===== src/rtl/scp_pkg.sv =====
package scp_pkg;
  localparam int CHAN_BYTES = 3;

  typedef enum logic {
    PH_EVEN = 1'b0,
    PH_ODD  = 1'b1
  } pack_phase_e;
endpackage


===== src/rtl/scp_fill_ctrl.sv =====
module scp_fill_ctrl
  import scp_pkg::*;
#(
  parameter int FRAMES = 24,
  parameter int AW     = 6,
  parameter int FCW    = 5
) (
  input  logic          clk,
  input  logic          rst_n,
  input  logic          frame_stb,
  input  logic          alarm_any,
  output logic          wr_en,
  output logic [AW-1:0] wr_ptr,
  output pack_phase_e   phase,
  output logic          fill_sel,
  output logic          swap_evt,
  output logic [FCW-1:0] frame_cnt
);
  logic [FCW-1:0] cnt_q, cnt_d;
  logic [AW-1:0]  ptr_q, ptr_d;
  pack_phase_e    ph_q, ph_d;
  logic           sel_q, sel_d;
  logic           accept, last;

  assign accept = frame_stb & ~alarm_any;
  assign last   = (cnt_q == FCW'(FRAMES - 1));

  always_comb begin
    cnt_d = cnt_q;
    ptr_d = ptr_q;
    ph_d  = ph_q;
    sel_d = sel_q;
    if (alarm_any) begin
      cnt_d = '0;
      ptr_d = '0;
      ph_d  = PH_EVEN;
    end else if (accept) begin
      if (last) begin
        cnt_d = '0;
        ptr_d = '0;
        ph_d  = PH_EVEN;
        sel_d = ~sel_q;
      end else begin
        cnt_d = cnt_q + 1'b1;
        if (ph_q == PH_EVEN) begin
          ptr_d = ptr_q + AW'(1);
          ph_d  = PH_ODD;
        end else begin
          ptr_d = ptr_q + AW'(2);
          ph_d  = PH_EVEN;
        end
      end
    end
  end

  always_ff @(posedge clk or negedge rst_n) begin
    if (!rst_n) begin
      cnt_q <= '0;
      ptr_q <= '0;
      ph_q  <= PH_EVEN;
      sel_q <= 1'b0;
    end else begin
      cnt_q <= cnt_d;
      ptr_q <= ptr_d;
      ph_q  <= ph_d;
      sel_q <= sel_d;
    end
  end

  assign wr_en     = accept;
  assign wr_ptr    = ptr_q;
  assign phase     = ph_q;
  assign fill_sel  = sel_q;
  assign swap_evt  = accept & last;
  assign frame_cnt = cnt_q;
endmodule


===== src/rtl/scp_banks.sv =====
module scp_banks
  import scp_pkg::*;
#(
  parameter int WORDS = 36,
  parameter int AW    = 6,
  parameter int BW    = 8
) (
  input  logic          clk,
  input  logic          wr_en,
  input  logic          fill_sel,
  input  logic [AW-1:0] wr_ptr,
  input  pack_phase_e   phase,
  input  logic [BW-1:0] b0,
  input  logic [BW-1:0] b1,
  input  logic [BW-1:0] b2,
  input  logic          rd_sel,
  input  logic [AW-1:0] rd_addr,
  output logic [2*BW-1:0] rd_data
);
  logic [2*BW-1:0] word_q [2][WORDS];
  logic [AW:0]     ptr_nx;
  logic            even;

  assign ptr_nx = {1'b0, wr_ptr} + (AW+1)'(1);
  assign even   = (phase == PH_EVEN);

  for (genvar bk = 0; bk < 2; bk++) begin : g_bank
    for (genvar w = 0; w < WORDS; w++) begin : g_word
      logic          hit0, hit1, sel_ok;
      logic          hi_we, lo_we;
      logic [BW-1:0] hi_d, lo_d, hi_q, lo_q;

      assign sel_ok = wr_en & (fill_sel == bk[0]);
      assign hit0   = ({1'b0, wr_ptr} == (AW+1)'(w));
      assign hit1   = (ptr_nx == (AW+1)'(w));
      assign hi_we  = sel_ok & ((hit0 & even) | hit1);
      assign lo_we  = sel_ok & (hit0 | (hit1 & ~even));
      assign hi_d   = hit0 ? b0 : (even ? b2 : b1);
      assign lo_d   = hit0 ? (even ? b1 : b0) : b2;

      always_ff @(posedge clk) begin
        if (hi_we) hi_q <= hi_d;
      end

      always_ff @(posedge clk) begin
        if (lo_we) lo_q <= lo_d;
      end

      assign word_q[bk][w] = {hi_q, lo_q};
    end
  end

  always_comb begin
    rd_data = '0;
    if (int'(rd_addr) < WORDS) rd_data = word_q[rd_sel][rd_addr];
  end
endmodule


===== src/rtl/scp_status.sv =====
module scp_status (
  input  logic clk,
  input  logic rst_n,
  input  logic swap_evt,
  input  logic rdy_clr,
  input  logic irq_mask,
  output logic rdy,
  output logic irq
);
  logic rdy_q, rdy_d;

  always_comb begin
    rdy_d = rdy_q;
    if (swap_evt)     rdy_d = 1'b1;
    else if (rdy_clr) rdy_d = 1'b0;
  end

  always_ff @(posedge clk or negedge rst_n) begin
    if (!rst_n) rdy_q <= 1'b0;
    else        rdy_q <= rdy_d;
  end

  assign rdy = rdy_q;
  assign irq = rdy_q & ~irq_mask;
endmodule


===== src/rtl/sect_chan_pingpong.sv =====
module sect_chan_pingpong
  import scp_pkg::*;
#(
  parameter int FRAMES = 24,
  parameter int BW     = 8
) (
  input  logic          clk,
  input  logic          rst_n,
  input  logic          frame_stb,
  input  logic [BW-1:0] byte_a,
  input  logic [BW-1:0] byte_b,
  input  logic [BW-1:0] byte_c,
  input  logic          alm_sig_loss,
  input  logic          alm_frm_loss,
  input  logic          alm_frm_err,
  input  logic [$clog2(CHAN_BYTES*FRAMES/2)-1:0] rd_addr,
  output logic [2*BW-1:0] rd_data,
  input  logic          rdy_clr,
  input  logic          irq_mask,
  output logic          rdy,
  output logic          irq
);
  localparam int WORDS = CHAN_BYTES * FRAMES / 2;
  localparam int AW    = $clog2(WORDS);
  localparam int FCW   = $clog2(FRAMES);

  logic           alarm_any;
  logic           wr_en, fill_sel, swap_evt;
  logic [AW-1:0]  wr_ptr;
  pack_phase_e    phase;
  logic [FCW-1:0] frame_cnt;

  assign alarm_any = alm_sig_loss | alm_frm_loss | alm_frm_err;

  scp_fill_ctrl #(.FRAMES(FRAMES), .AW(AW), .FCW(FCW)) u_ctrl (
    .clk      (clk),
    .rst_n    (rst_n),
    .frame_stb(frame_stb),
    .alarm_any(alarm_any),
    .wr_en    (wr_en),
    .wr_ptr   (wr_ptr),
    .phase    (phase),
    .fill_sel (fill_sel),
    .swap_evt (swap_evt),
    .frame_cnt(frame_cnt)
  );

  scp_banks #(.WORDS(WORDS), .AW(AW), .BW(BW)) u_banks (
    .clk     (clk),
    .wr_en   (wr_en),
    .fill_sel(fill_sel),
    .wr_ptr  (wr_ptr),
    .phase   (phase),
    .b0      (byte_a),
    .b1      (byte_b),
    .b2      (byte_c),
    .rd_sel  (~fill_sel),
    .rd_addr (rd_addr),
    .rd_data (rd_data)
  );

  scp_status u_stat (
    .clk     (clk),
    .rst_n   (rst_n),
    .swap_evt(swap_evt),
    .rdy_clr (rdy_clr),
    .irq_mask(irq_mask),
    .rdy     (rdy),
    .irq     (irq)
  );
endmodule


===== config.mk =====
export PLATFORM = sky130hd
export DESIGN_NAME = sect_chan_pingpong
export DESIGN_NICKNAME = d
export VERILOG_FILES = /design/src/rtl/scp_pkg.sv /design/src/rtl/scp_fill_ctrl.sv /design/src/rtl/scp_banks.sv /design/src/rtl/scp_status.sv /design/src/rtl/sect_chan_pingpong.sv
export SDC_FILE = /design/constraint.sdc
export NUM_CORES = 2
export LEC_CHECK = 0
export BUFFER_PORTS_ARGS = -buffer_cell sky130_fd_sc_hd__buf_4
export CAP_MARGIN = 25
export CORE_UTILIZATION = 40
export DETAILED_ROUTE_END_ITERATION = 8
export PLACE_DENSITY = 0.52
export REMOVE_ABC_BUFFERS = 1
export SLEW_MARGIN = 15
export SYNTH_ARGS = -nofsm -noshare
export SYNTH_HDL_FRONTEND = slang
export SYNTH_SLANG_ARGS = --single-unit
export TNS_END_PERCENT = 100

===== constraint.sdc =====
create_clock -name clk -period 5.7 [get_ports clk]
set_input_delay 1.71 -clock clk [delete_from_list [all_inputs] [get_ports clk]]
set_output_delay 1.71 -clock clk [all_outputs]
set_load 0.05 [all_outputs]

---- Word-level counts from Yosys, hierarchy flattened ----
Cells that the tools add are included.
storage, ports and cells
  register bits ........................... 1166
  output and inout bits ................... 18
  word-level logic and storage cells ...... 627
cells by class
  add/subtract/negate cells ............... 4
  magnitude comparators ................... 3
  eq/ne operators ......................... 71
  multiplexer cells ....................... 94
  bitwise gates (word level) .............. 301
  reduce and logical (&&, ||, !) cells .... 5
operator list
  cell                                            number
  two-way mux 576 bit                             3
  two-way mux 8 bit                               74
  AND 1 bit                                       221
  == test 7 x 5 -> 1 bit (second input constant)  16
  binary-select mux 16 bit (select 6 bit)         1
  == test 6 x 5 -> 1 bit (second input constant)  16
  OR 1 bit                                        74
  == test 7 x 4 -> 1 bit (second input constant)  8
  == test 6 x 4 -> 1 bit (second input constant)  8
  two-way mux 16 bit                              3
  == test 7 x 3 -> 1 bit (second input constant)  4
  == test 7 x 6 -> 1 bit (second input constant)  4
  == test 6 x 3 -> 1 bit (second input constant)  4
  == test 6 bit (second input constant)           4
  two-way mux 6 bit                               4
  two-way mux 5 bit                               3
  == test 7 x 2 -> 1 bit (second input constant)  2
  == test 6 x 2 -> 1 bit (second input constant)  2
  adder 6 x 1 -> 7 bit (second input constant)    1
  == test 7 x 1 -> 1 bit (second input constant)  1
  >= comparator 7 bit (second input constant)     1
  zero test 7 bit                                 1
  NOT 6 -> 7 bit                                  1
  adder 6 x 1 -> 6 bit (second input constant)    1
  12 further kinds                                21

---- Longest topological paths before layout ----
  word-level depth ........................ 9
  depth in mapped cells ................... 11

---- By module ----
Synthesis repeated with hierarchy kept, for this count alone.
second synthesis, totals
  cell total of the unflattened synthesis .. 3615
  area total of the unflattened synthesis .. 52148.8 um2
modules (own cells, without submodules)
  module              times used  cells an instance  area an instance (um2)  seq. area each (um2)
  scp_banks           1           3535               51348.0                 34593.2
  scp_fill_ctrl       1           74                 748.2                   325.3
  scp_status          1           4                  42.5                    25.0
  sect_chan_pingpong  1           2                  10.0                    0.0

---- Worst setup path after synthesis ----
No wires, ideal clock.
  path kind ............................... input-to-output
  start point ............................. input rd_addr[0]
  end point ............................... output rd_data[0]
  data arrival time ....................... 4.518 ns
  setup slack ............................. -0.528 ns
  stages on the path ...................... 9
  cell sequence ........................... buf_2 > buf_4 > buf_4 > buf_2 > buf_2 > nand2_1 > a31oi_1 > nor3_1 > o41ai_1
on the way
  cells in the longest elaborated chain, start to end .. 5
ends and longest elaborated chain
  item                                                   line                      text
  from (decl)                                            sect_chan_pingpong.sv:16  input logic [$clog2(CHAN_BYTES*FRAMES/2)-1:0] rd_addr,
  NOT 6 -> 7 bit (not written as such)                   scp_banks.sv:55           if (int'(rd_addr) < WORDS) rd_data = word_q[rd_sel][rd_addr];
  binary-select mux 16 bit (select 6 bit)                scp_banks.sv:55
  two-way mux 16 bit (not written as such) (2 in a row)  scp_banks.sv:55
  two-way mux 16 bit (*)                                 scp_banks.sv:55
  to (decl)                                              sect_chan_pingpong.sv:17  output logic [2*BW-1:0] rd_data,
Every way passes the cells marked *; elsewhere a longest branch is shown, timed or not. The select of a mux whose other input is x is not followed.

---- Worst setup path after layout ----
  start point ............................. input rd_addr[0]
  end point ............................... output rd_data[8]
Same word-level chain as after synthesis.

==> impl_metrics.py <==
metrics = {
    "run_status": {
        "status": "complete, but fails checks",
        "violations": "setup timing",
    },
    "synthesis": {
        "synthDistinctLibCells": 66,
        "ys.warnings.count": 0,
        "synth_xor_area_frac": 0.00149,
        "synthSimpleGateAreaFrac": 0.0739,
        "synth_area_um2": 52800,
        "synth-seq-area-share": 0.662,
        "netlist_instances": 3734,
        "synth.most_common_cell": "edfxtp_1",
        "synth_top_cell_area_share": 0.655,
        "synthTopCellsByCount": "edfxtp_1, nor2_1, nand2_1",
        "synth_area_leaders": "edfxtp_1, mux4_2, nor2_1",
        "muxShareOfSynthArea": 0.145,
        "syn_area_per_cell_um2": 14.1,
        "ys.flop_type": "edfxtp_1",
        "synth_edf_count": 1152,
        "yosysTopAreaCell": "edfxtp_1",
        "synthAdderAreaFrac": 0.00166,
        "synth_compound_area_frac": 0.0833,
        "ys_seq_elements": 1166,
        "async_flop_share": 0.0120,
        "synth_top_family_by_area": "multiplexers",
    },
    "timing": {
        "worst_pin_slew_ns": 1.12,
        "finalClockSkew_ns": 0.0300,
        "timing.hold.ws_ns": 0.523,
        "setup_viol": 2,
        "worst_slack_ns": -0.00851,
        "rsz0062_at_grt": "true",
        "final-max-slew-violation-count": 0,
        "min_period_over_period": 1.00,
        "hold_viol_final": 0,
        "relSlewSlack": 0.250,
        "fmax_mhz": 175,
        "fin_crit_ns": 5.71,
    },
    "detailed_routing": {
        "drt_pass1_iterations": 6,
        "dr.first_iter.drc_count": 4329,
        "vias": 33623,
        "wire_per_inst_um": 30.7,
        "wirelength_um": 174000,
        "ant_nets": 0,
        "drc": 0,
        "viasPerCell": 5.94,
    },
    "place": {
        "io_buffers": 55,
        "dp_slack_ns": -0.617,
        "dpl-instance-area_um2": 56200,
        "place_congestion": 0.912,
        "hpwl_um": 115000,
    },
    "critical_path": {
        "crit_family": "buffers and inverters",
        "critPathKind": "in -> out",
        "arrival_ns": 4.00,
        "cp-start-kind": "input pin",
        "cp_common_cell": "buf_4",
        "cp_cell_sequence": "buf_16 > buf_12 > buf_4 > mux4_2 > mux2_4 > a21oi_4 > a31oi_2 > buf_4 > nand3b_1 > buf_6",
        "endpoint_kind": "output port",
        "cp.buffers_inverters": 5,
        "cp_max_fo": 12,
        "slowest_stage": "nand3b_1",
        "r2r_setup_slack_ns": 1.58,
        "crit_required_ns": 3.99,
        "cp_slowest_stage_delay_ns": 0.36,
    },
    "cells_and_area": {
        "nNetsFinal": 3859,
        "syn_to_final_growth_pct": 14.5,
        "stdcell_area_um2": 60500,
        "drive_above_1_share": 0.214,
        "fillers": 11313,
    },
    "global_routing": {
        "grt_max_degree": 61,
        "grt_pass1_vias": 32265,
        "antenna_found_initial": 7,
        "grt-ovfl-total": 0,
        "grt_pass1_wl_um": 245000,
        "grt_use_total": 0.261,
    },
    "power_and_ir_drop": {
        "vdd_drop_max_uv": 258,
        "cellLeakagePower_nw": 20.2,
        "p_per_area_nw_per_um2": 304,
    },
    "cts": {
        "clk_pin_slew_ns": 0.06,
        "cts_root_buffer": "clkbuf_16",
        "cts_sinks": 1166,
        "clkLatencyLatePin_ns": 0.77,
        "h-tree-depth": 3,
        "cts_tree": "built",
        "clk_path_buf_depth": 3,
        "cts_buffers": 121,
    },
    "die": {
        "die_x_um": 365,
        "die_y_um": 365,
        "die-area_um2": 134000,
        "io_pins": 56,
        "core_region_area_um2": 130000,
        "row_count": 132,
        "start_util": 0.405,
    },
    "flow_run": {
        "maxCapViolCount": 0,
    },
    "min_path": {
        "hold_path_class": "reg -> reg",
    },
}
==> cell families after synthesis <==
group                      after synthesis
AOI/OAI and AO/OA                      782
xor gates and xnor gates                 9
adders and majority gates                7
buffers and inverters                  390
DFF                                   1166
muxes                                  416
and+or+nand+nor                        964
==> state kept, by name, summed over array words and instances, names as in the netlist <==
signal and flops:
u_banks.g_bank.g_word.hi_q 576, u_banks.g_bank.g_word.lo_q 576, u_ctrl.fill_sel 1, u_ctrl.frame_cnt 5, u_ctrl.phase 1, u_ctrl.wr_ptr 6, u_stat.rdy 1
==> where the power goes <==
group / leakage [nW] / switching [W] / total, W / internal (W)
clock network: 1.86 / 0.00339 / 0.00772 / 0.00433
registers: 10.5 / 0.00000314 / 0.00945 / 0.00944
logic: 7.75 / 0.000821 / 0.00123 / 0.000408
total: 20.2 / 0.00422 / 0.0184 / 0.0142
==> layout by cell type (no fill, tap or decap), drive strengths merged, types with 9 or more instances in the layout <==
master / n
edfxtp: 1152
nor2: 491
nand2: 345
buf: 324
a21oi: 315
o21ai: 302
mux4: 277
clkbuf: 159
mux2i: 129
clkinv: 58
nand3: 39
a22oi: 30
inv: 24
a31oi: 16
nor3: 16
o22ai: 15
nor2b: 14
dfrtp: 14
and3: 13
a32oi: 13
a221oi: 11
nand2b: 10
mux2: 10
o211ai: 9
a21boi: 9
==> worst paths after layout <==
path	startpoint	end	cells after the start
max	rd_addr[0]	rd_data[8]	10
min reg2reg	u_ctrl.frame_cnt[1]$_DFFE_PN0P_	u_ctrl.frame_cnt[1]$_DFFE_PN0P_	1
min in group asynchronous	rst_n	u_ctrl.frame_cnt[3]$_DFFE_PN0P_	1
max in group asynchronous	rst_n	u_ctrl.phase$_DFFE_PN0P_	1
min	u_ctrl.frame_cnt[1]$_DFFE_PN0P_	u_ctrl.frame_cnt[1]$_DFFE_PN0P_	1
max reg2reg	u_ctrl.wr_ptr[0]$_DFFE_PN0P_	u_banks.g_bank[1].g_word[14].hi_q[5]$_DFFE_PP_	6
==> metrics by stage <==
| step | TNS, ns | cells | utilization | total power (W) |
|---|---|---|---|---|
| 3_3_place_gp | -2.00 | 5413 | 0.431 | 0.0108 |
| 6_report | -0.0159 | 5665 | 0.464 | 0.0184 |
| 3_5_place_dp | -2.09 | 5416 | 0.432 | 0.0108 |
| 5_1_grt | -0.0104 | 5664 | 0.464 | 0.0189 |
| 4_1_cts | -0.0380 | 5649 | 0.462 | 0.0185 |
| 2_1_floorplan | -7746.65 | 3364 | - | 0.0101 |
==> per-layer routing <==
layer | wire length [um] | part of all wire | GRT usage | vias to the layer above
li1 | - | - | - | 14449
met1 | 72900 | 0.42 | 0.374 | 17227
met2 | 81100 | 0.47 | 0.409 | 1715
met3 | 15300 | 0.088 | 0.0441 | 228
met4 | 4810 | 0.028 | 0.0770 | 4
met5 | 25 | 0.00014 | 0 | -
==> cell type report <==
cell class	count	area, um2	share of cell area
timing repair buffer	327	2980	0.0493
antenna	1	2.50	0.0000414
sequential	1166	35000	0.578
multi-input combinational	2178	16500	0.273
inverter	20	75.1	0.00124
tap	1742	2180	0.0360
clock inverter	74	597	0.00986
clock buffer	157	3220	0.0532
==> worst register-to-register path: stages (launching register included) <==
cell and delay, ns:
dfrtp_1 0.50, inv_1 0.13, ha_1 0.78, nand3_1 0.42, or2_2 0.68, o22a_1 0.42, nor2_1 0.78
==> repair_timing <==
action                     4_1_cts  5_1_grt
buffers inserted                 1       11
hold buffers                     0        0
gates cloned                     1        1
hold endpoints to repair         0        0
pin swaps                        2        1
gates resized for setup         24       18
setup endpoints to repair       11        9
No activity file was read; power rests on OpenSTA's default activity.
